===== src/rtl/pwmEdgePkg.sv =====
package pwmEdgePkg;

  typedef enum logic [1:0] {
    MOD_TRAIL = 2'd0,
    MOD_LEAD  = 2'd1,
    MOD_DUAL  = 2'd2
  } modMode_e;

  // Strobes from the control to the datapath, one clock cycle wide
  typedef struct packed {
    logic load;    // configuration capture this cycle
    logic t1;
    logic t2;
    logic t1Odd;   // parity tag of t1
    logic t2Odd;   // parity tag of t2
    logic t1d;     // delayed t1
    logic t2d;     // delayed t2
  } evStrobe_t;

endpackage


===== src/rtl/pwmEdgeCtrl.sv =====
module pwmEdgeCtrl
  import pwmEdgePkg::*;
#(
  parameter int CNT_W = 8,
  parameter int DLY_W = 4
) (
  input  logic             clk,
  input  logic             rstN,
  input  logic [CNT_W-1:0] periodIn,
  input  logic [CNT_W-1:0] dutyIn,
  input  logic [1:0]       modeIn,
  input  logic             bridgeIn,
  input  logic [DLY_W-1:0] delayIn,
  output evStrobe_t        ev
);

  localparam int NUM_EV = 2;

  logic             started;
  logic [CNT_W-1:0] pos;
  logic             halfOdd;
  logic [CNT_W-1:0] periodQ;
  logic [CNT_W-1:0] dutyQ;
  logic [1:0]       modeQ;
  logic             bridgeQ;
  logic [DLY_W-1:0] dlyQ;

  logic [CNT_W-1:0] halfLen, dc, center, t1Pos, t2Pos;
  logic             atEnd, load;
  logic [NUM_EV-1:0] hit, hitOdd, dHit;

  always_comb begin
    halfLen = bridgeQ ? (periodQ >> 1) : periodQ;
    dc      = (dutyQ > halfLen) ? halfLen : dutyQ;
    center  = halfLen >> 1;
    case (modeQ)
      MOD_LEAD: begin t1Pos = halfLen - dc;        t2Pos = '0;         end
      MOD_DUAL: begin t1Pos = center - (dc >> 1);  t2Pos = t1Pos + dc; end
      default:  begin t1Pos = '0;                  t2Pos = dc;         end
    endcase
    hit[0]    = started && (pos == t1Pos);
    hit[1]    = started && (pos == t2Pos) && !(modeQ == MOD_LEAD && dc == halfLen);
    hitOdd[0] = halfOdd;
    // leading-edge t2 closes the half that just ended
    hitOdd[1] = (modeQ == MOD_LEAD && bridgeQ) ? ~halfOdd : halfOdd;
    atEnd     = (halfLen <= CNT_W'(1)) || (pos >= halfLen - CNT_W'(1));
    load      = !started || (atEnd && (!bridgeQ || halfOdd));
  end

  always_ff @(posedge clk or negedge rstN) begin
    if (!rstN) begin
      started <= 1'b0;
      pos     <= '0;
      halfOdd <= 1'b0;
      periodQ <= '0;
      dutyQ   <= '0;
      modeQ   <= '0;
      bridgeQ <= 1'b0;
      dlyQ    <= '0;
    end else begin
      started <= 1'b1;
      if (load) begin
        periodQ <= periodIn;
        dutyQ   <= dutyIn;
        modeQ   <= modeIn;
        bridgeQ <= bridgeIn;
        dlyQ    <= delayIn;
        pos     <= '0;
        halfOdd <= 1'b0;
      end else if (atEnd) begin
        pos     <= '0;
        halfOdd <= ~halfOdd;
      end else begin
        pos     <= pos + CNT_W'(1);
      end
    end
  end

  // one countdown per event for the delayed copies
  for (genvar k = 0; k < NUM_EV; k++) begin : gDelay
    logic [DLY_W-1:0] dCnt;
    always_ff @(posedge clk or negedge rstN) begin
      if (!rstN)                          dCnt <= '0;
      else if (hit[k] && dlyQ != '0)      dCnt <= dlyQ;
      else if (dCnt != '0)                dCnt <= dCnt - DLY_W'(1);
    end
    assign dHit[k] = (hit[k] && dlyQ == '0) || (dCnt == DLY_W'(1));
  end

  always_comb begin
    ev.load  = load;
    ev.t1    = hit[0];
    ev.t2    = hit[1];
    ev.t1Odd = hitOdd[0];
    ev.t2Odd = hitOdd[1];
    ev.t1d   = dHit[0];
    ev.t2d   = dHit[1];
  end

  AST_LOAD_RESTARTS: assert property (@(posedge clk) disable iff (!rstN)
    load |=> (pos == '0) && !halfOdd);
  AST_CFG_HELD: assert property (@(posedge clk) disable iff (!rstN)
    (started && !load) |=> ($stable(dutyQ) && $stable(modeQ) && $stable(periodQ)));
  AST_BRIDGE_PARITY: assert property (@(posedge clk) disable iff (!rstN)
    (started && bridgeQ && atEnd && !halfOdd) |=> halfOdd);
  AST_NO_EARLY_EVENT: assert property (@(posedge clk) disable iff (!rstN)
    !started |-> !(ev.t1 || ev.t2));

endmodule


===== src/rtl/pwmEdgeDatapath.sv =====
module pwmEdgeDatapath
  import pwmEdgePkg::*;
#(
  parameter int NUM_OUT = 2
) (
  input  logic                 clk,
  input  logic                 rstN,
  input  evStrobe_t            ev,
  input  logic [NUM_OUT*4-1:0] riseSelIn,
  input  logic [NUM_OUT*3-1:0] fallSelIn,
  input  logic                 senseA,
  input  logic                 senseB,
  output logic [NUM_OUT-1:0]   pwmOut
);

  localparam int RS_W = 4;
  localparam int FS_W = 3;

  logic [2:0] syncA, syncB;   // [0] first flop, [1] second flop, [2] previous
  logic       fallA, fallB;
  logic [NUM_OUT*RS_W-1:0] riseQ;
  logic [NUM_OUT*FS_W-1:0] fallQ;
  logic [NUM_OUT-1:0]      riseEv, fallEv, outQ;

  function automatic logic edgeHit(input logic [2:0] code, input evStrobe_t e);
    case (code)
      3'd0:    edgeHit = e.t1;
      3'd1:    edgeHit = e.t2;
      3'd2:    edgeHit = e.t1 && !e.t1Odd;
      3'd3:    edgeHit = e.t2 && !e.t2Odd;
      3'd4:    edgeHit = e.t1 && e.t1Odd;
      3'd5:    edgeHit = e.t2 && e.t2Odd;
      3'd6:    edgeHit = e.t1d;
      default: edgeHit = e.t2d;
    endcase
  endfunction

  always_ff @(posedge clk or negedge rstN) begin
    if (!rstN) begin
      syncA <= 3'b111;
      syncB <= 3'b111;
    end else begin
      syncA <= {syncA[1:0], senseA};
      syncB <= {syncB[1:0], senseB};
    end
  end
  assign fallA = syncA[2] && !syncA[1];
  assign fallB = syncB[2] && !syncB[1];

  always_ff @(posedge clk or negedge rstN) begin
    if (!rstN) begin
      riseQ <= '0;
      fallQ <= '0;
    end else if (ev.load) begin
      riseQ <= riseSelIn;
      fallQ <= fallSelIn;
    end
  end

  for (genvar i = 0; i < NUM_OUT; i++) begin : gOut
    logic [RS_W-1:0] rCode;
    logic [FS_W-1:0] fCode;
    assign rCode = riseQ[i*RS_W +: RS_W];
    assign fCode = fallQ[i*FS_W +: FS_W];
    assign riseEv[i] = rCode[3] ? ((rCode == 4'd8) ? fallA : fallB)
                                : edgeHit(rCode[2:0], ev);
    assign fallEv[i] = edgeHit(fCode, ev);

    always_ff @(posedge clk or negedge rstN) begin
      if (!rstN)          outQ[i] <= 1'b0;
      else if (fallEv[i]) outQ[i] <= 1'b0;
      else if (riseEv[i]) outQ[i] <= 1'b1;
    end

    AST_CLEAR_WINS: assert property (@(posedge clk) disable iff (!rstN)
      fallEv[i] |=> !pwmOut[i]);
    AST_SET_ON_RISE: assert property (@(posedge clk) disable iff (!rstN)
      (riseEv[i] && !fallEv[i]) |=> pwmOut[i]);
    AST_HOLD_IDLE: assert property (@(posedge clk) disable iff (!rstN)
      (!riseEv[i] && !fallEv[i]) |=> $stable(pwmOut[i]));
  end

  assign pwmOut = outQ;

  AST_RESET_LOW: assert property (@(posedge clk)
    !rstN |-> (pwmOut == '0));

endmodule


===== src/rtl/pwmEdgeGen.sv =====
module pwmEdgeGen
  import pwmEdgePkg::*;
#(
  parameter int CNT_W   = 8,
  parameter int DLY_W   = 4,
  parameter int NUM_OUT = 2
) (
  input  logic                 clk,
  input  logic                 rstN,
  input  logic [CNT_W-1:0]     periodIn,
  input  logic [CNT_W-1:0]     dutyIn,
  input  logic [1:0]           modeIn,
  input  logic                 bridgeIn,
  input  logic [DLY_W-1:0]     delayIn,
  input  logic [NUM_OUT*4-1:0] riseSelIn,
  input  logic [NUM_OUT*3-1:0] fallSelIn,
  input  logic                 senseA,
  input  logic                 senseB,
  output logic [NUM_OUT-1:0]   pwmOut
);

  evStrobe_t ev;

  pwmEdgeCtrl #(.CNT_W(CNT_W), .DLY_W(DLY_W)) u_ctrl (
    .clk(clk), .rstN(rstN), .periodIn(periodIn), .dutyIn(dutyIn),
    .modeIn(modeIn), .bridgeIn(bridgeIn), .delayIn(delayIn), .ev(ev)
  );

  pwmEdgeDatapath #(.NUM_OUT(NUM_OUT)) u_dp (
    .clk(clk), .rstN(rstN), .ev(ev), .riseSelIn(riseSelIn),
    .fallSelIn(fallSelIn), .senseA(senseA), .senseB(senseB), .pwmOut(pwmOut)
  );

endmodule


===== config.mk =====
export PLATFORM = sky130hd
export DESIGN_NAME = pwmEdgeGen
export DESIGN_NICKNAME = d
export VERILOG_FILES = /design/src/rtl/pwmEdgePkg.sv /design/src/rtl/pwmEdgeCtrl.sv /design/src/rtl/pwmEdgeDatapath.sv /design/src/rtl/pwmEdgeGen.sv
export SDC_FILE = /design/constraint.sdc
export NUM_CORES = 1
export LEC_CHECK = 0
export BUFFER_PORTS_ARGS = -buffer_cell sky130_fd_sc_hd__buf_2
export CORE_MARGIN = 2
export CORE_UTILIZATION = 40
export CTS_CLUSTER_DIAMETER = 200
export DETAILED_ROUTE_END_ITERATION = 6
export PLACE_DENSITY_LB_ADDON = 0.1
export SLEW_MARGIN = 20
export SYNTH_ARGS = -nofsm -noshare
export SYNTH_HDL_FRONTEND = slang
export SYNTH_SLANG_ARGS = --single-unit

===== constraint.sdc =====
create_clock -name clk -period 8.28 [get_ports clk]
set_clock_uncertainty 0.05 [all_clocks]
set_input_delay 1.656 -clock clk [delete_from_list [all_inputs] [get_ports clk]]
set_output_delay 1.656 -clock clk [all_outputs]
set_load 0.05 [all_outputs]

==> reports/metrics.yaml <==
r2r_cells: 27
gpl.final_weighted_congestion: 0.947
synth_sequential_area_ratio_pct: 27.7
tritoncts_clock_tree: "built"
num_antenna_cells: 0
drt_first_pass_iters: 5
worst_path_most_repeated_cell: "ha_1"
arrival_ns: 8.02
clock-sinks: 63
ir_drop_mv: 0.130
first_pass_grt_wire_length_mm: 28.1
worst_slew_pin_slew_ns: 0.868
rr_endpoint: "u_dp.pwmOut[0]"
placeableCoreArea_mm2: 0.0139
critical_path.reg2reg.startpoint: "u_ctrl.bridgeQ"
layout.cells.most_common: "dfrtp_1"
synth_cell_types: 87
hold_start: "u_dp.syncB[0]"
outcome: "completed"
hold_violations: 0
cts-htree-levels: 3
path_clk_slew_ns: 0.06
worst_hold_slack_after_final_layout_ns: 0.305
worst_skew_pair.late_latency_ns: 0.35
finalMaxSlewViolations: 0
cap_violations: 0
syn_inst: 658
layout_worst_path_cycle_share_pct: 94.5
pwr_density_cell_mw_per_mm2: 324
num-fill-cells: 1355
max_freq_mhz: 128
postSynth.topFlopCell: "dfrtp_1"
cts-root-buf: "clkbuf_16"
finalNetCount: 787
detailedRoute.firstIterationViolations: 424
dieWidth_um: 123
worst_path_max_delay_cell: "dfrtp_1"
synth_enable_flop_cells: 0
tritoncts_buffers: 9
worst_hold_path.num_cells: 0
hold_buffers: 0
wl_mm: 17.4
synth_nets: 742
slew_headroom_pct: 41.7
asyncSetResetFlopFracSynth_pct: 100
cts_setup_buffers: 0
cp_max_fanout: 12
detail_route.drc_violations: 0
grt_antenna_before_repair: 0
drt-wirelength-per-cell_um: 19.6
timing.critical_path.slowest_cell_delay_ns: 0.61
die_y_um: 123
first_global_vias: 5203
pin_count: 43
hpwl_mm: 13.4
ys_ff_latch: 63
vias: 5356
io_buffers: 42
timing_worst_setup_path_type: "register to register"
grt_remaining_overflow: 0
min_period_ns: 7.83
synth_area_per_cell_um2: 8.68
rsz_0062_raised_after_global_routing: "no"
finalSetupViolCount: 0
route.antenna.remaining_nets: 0
cts_repair_resize_count: 0
final_layout_size_suffix_gt1_share_pct: 20.9
yosysWarningCount: 0
cp_data_required_time_ns: 8.47
totalNegativeSetupSlack_ns: 0
layout_common_cells: "57 x dfrtp_1, 54 x nand2_1, 44 x nor2_1"
clock_tree.buffer_depth: 2
timing.hold.worst.class: "register to register"
worst-r2r-setup-slack_ns: 0.45
initial_standard_cell_utilization_of_the_core_pct: 41.0
floorplan.die_area_mm2: 0.0152
globalRouteTotalUtil_pct: 24.3
vias_per_cell: 6.03
cp-end-kind: "register"
row_count: 43
grt_start_max_net_pins: 64
synth_area_mm2: 0.00571
start_kind: "register"
whs_endpoint: "u_dp.syncB[1]"
flow.area_growth_from_synthesis_pct: 14.6
p_leak_nw: 2.79
-- per-layer routing --
layer | part of all wire, % | global-route usage [%]
met1 | 49 | 35.6
met2 | 43 | 34.9
met3 | 5.9 | 5.12
met4 | 2.1 | 8.59
met5 | 0 | 0
-- where the power goes --
part / switching (mW) / total [mW] / leakage (nW) / internal (mW)
Combinational: 0.764 / 1.27 / 1.89 / 0.509
Clock: 0.157 / 0.425 / 0.158 / 0.268
Sequential: 0.0613 / 0.423 / 0.749 / 0.361
-- worst max path at each step --
stage | startpoint | endpoint | slack [ns] | cells past startpoint
after CTS | u_ctrl.bridgeQ | u_dp.pwmOut[0] | 0.58 | 27
final | u_ctrl.bridgeQ | u_dp.pwmOut[0] | 0.45 | 27
after global placement | u_ctrl.bridgeQ | u_dp.pwmOut[1] | 0.64 | 27
after floorplan | u_ctrl.bridgeQ | u_dp.pwmOut[0] | 0.95 | 30
after detailed placement | u_ctrl.bridgeQ | u_dp.pwmOut[0] | 0.56 | 27
after global routing | u_ctrl.bridgeQ | u_dp.pwmOut[0] | 0.007 | 27
-- critical path, delay by kind of cell, from the launching register on --
kind | cells | cell delay, ns
buffers and inverters | 3 | 0.44
XOR/XNOR | 1 | 0.25
adder cells (fa/ha/maj) | 4 | 1.13
AND/OR/NAND/NOR | 11 | 2.71
multiplexers | 1 | 0.51
AO/OA/AOI/OAI | 7 | 2.01
flip-flops | 1 | 0.61
-- cell usage after synthesis (4+ instances only) --
| cell type | number | area [um^2] |
|---|---|---|
| clkbuf_1 | 21 | 78.8 |
| a32o_1 | 4 | 40.0 |
| dfstp_2 | 6 | 158 |
| o22ai_1 | 6 | 37.5 |
| and2_1 | 4 | 25.0 |
| inv_1 | 36 | 135 |
| mux2_2 | 42 | 473 |
| o21a_1 | 7 | 52.6 |
| or4_1 | 4 | 30.0 |
| nor4_1 | 11 | 68.8 |
| nor2b_1 | 16 | 100 |
| nor3b_1 | 6 | 45.0 |
| o2111ai_1 | 4 | 35.0 |
| o21ai_0 | 19 | 95.1 |
| nand2_1 | 54 | 203 |
| xnor2_1 | 29 | 254 |
| a21oi_1 | 35 | 175 |
| nand3_1 | 32 | 160 |
| ha_1 | 41 | 513 |
| nand2b_1 | 7 | 43.8 |
| dfrtp_1 | 57 | 1430 |
| nor2_1 | 44 | 165 |
| buf_2 | 6 | 30.0 |
| nand4_1 | 7 | 43.8 |
| xor2_1 | 12 | 105 |
| nor3_1 | 24 | 120 |
| mux2i_1 | 13 | 130 |
| and3_1 | 6 | 37.5 |
| a21o_1 | 7 | 52.6 |
| a31oi_1 | 6 | 37.5 |
| nor4b_1 | 4 | 35.0 |
-- layout make-up --
class / count / area [um^2] / share of cell area, %
Clock buffer: 9 / 225 / 3.44
Clock inverter: 7 / 105 / 1.61
Multi-Input combinational cell: 530 / 3890 / 59.4
Inverter: 37 / 139 / 2.12
Sequential cell: 63 / 1580 / 24.2
Tap cell: 180 / 225 / 3.44
Timing Repair Buffer: 62 / 380 / 5.81
-- flip-flops by register name (all words and copies together), names as in the netlist --
register / cells
u_ctrl.dlyQ: 4
u_dp.syncB: 3
u_dp.fallQ: 6
u_ctrl.modeQ: 2
u_dp.riseQ: 8
u_dp.pwmOut: 2
u_dp.syncA: 3
u_ctrl.periodQ: 8
u_ctrl.gDelay.dCnt: 8
u_ctrl.halfOdd: 1
u_ctrl.bridgeQ: 1
u_ctrl.started: 1
u_ctrl.pos: 8
u_ctrl.dutyQ: 8
-- logic make-up after synthesis --
group	count (synthesis)	share of synthesized area (%)
flip-flops	63	27.7
AO/OA/AOI/OAI	152	19.2
multiplexers	56	10.8
AND/OR/NAND/NOR	237	21.8
buffers and inverters	65	4.40
other	1	0.0657
adder cells (fa/ha/maj)	43	9.68
XOR/XNOR	41	6.29
-- stage by stage --
stage / power [mW] / utilization (%) / cells / setup slack, ns / cell area (um^2)
2_1_floorplan: 1.35 / - / 658 / 0.948 / 5710
3_3_place_gp: 1.66 / 44.4 / 871 / 0.637 / 6190
3_5_place_dp: 1.66 / 44.4 / 871 / 0.561 / 6190
4_1_cts: 2.11 / 46.8 / 887 / 0.582 / 6520
5_1_grt: 2.28 / 47.0 / 888 / 0.00741 / 6550
6_report: 2.12 / 47.0 / 888 / 0.452 / 6550
No activity file was read; power rests on OpenSTA's default activity.
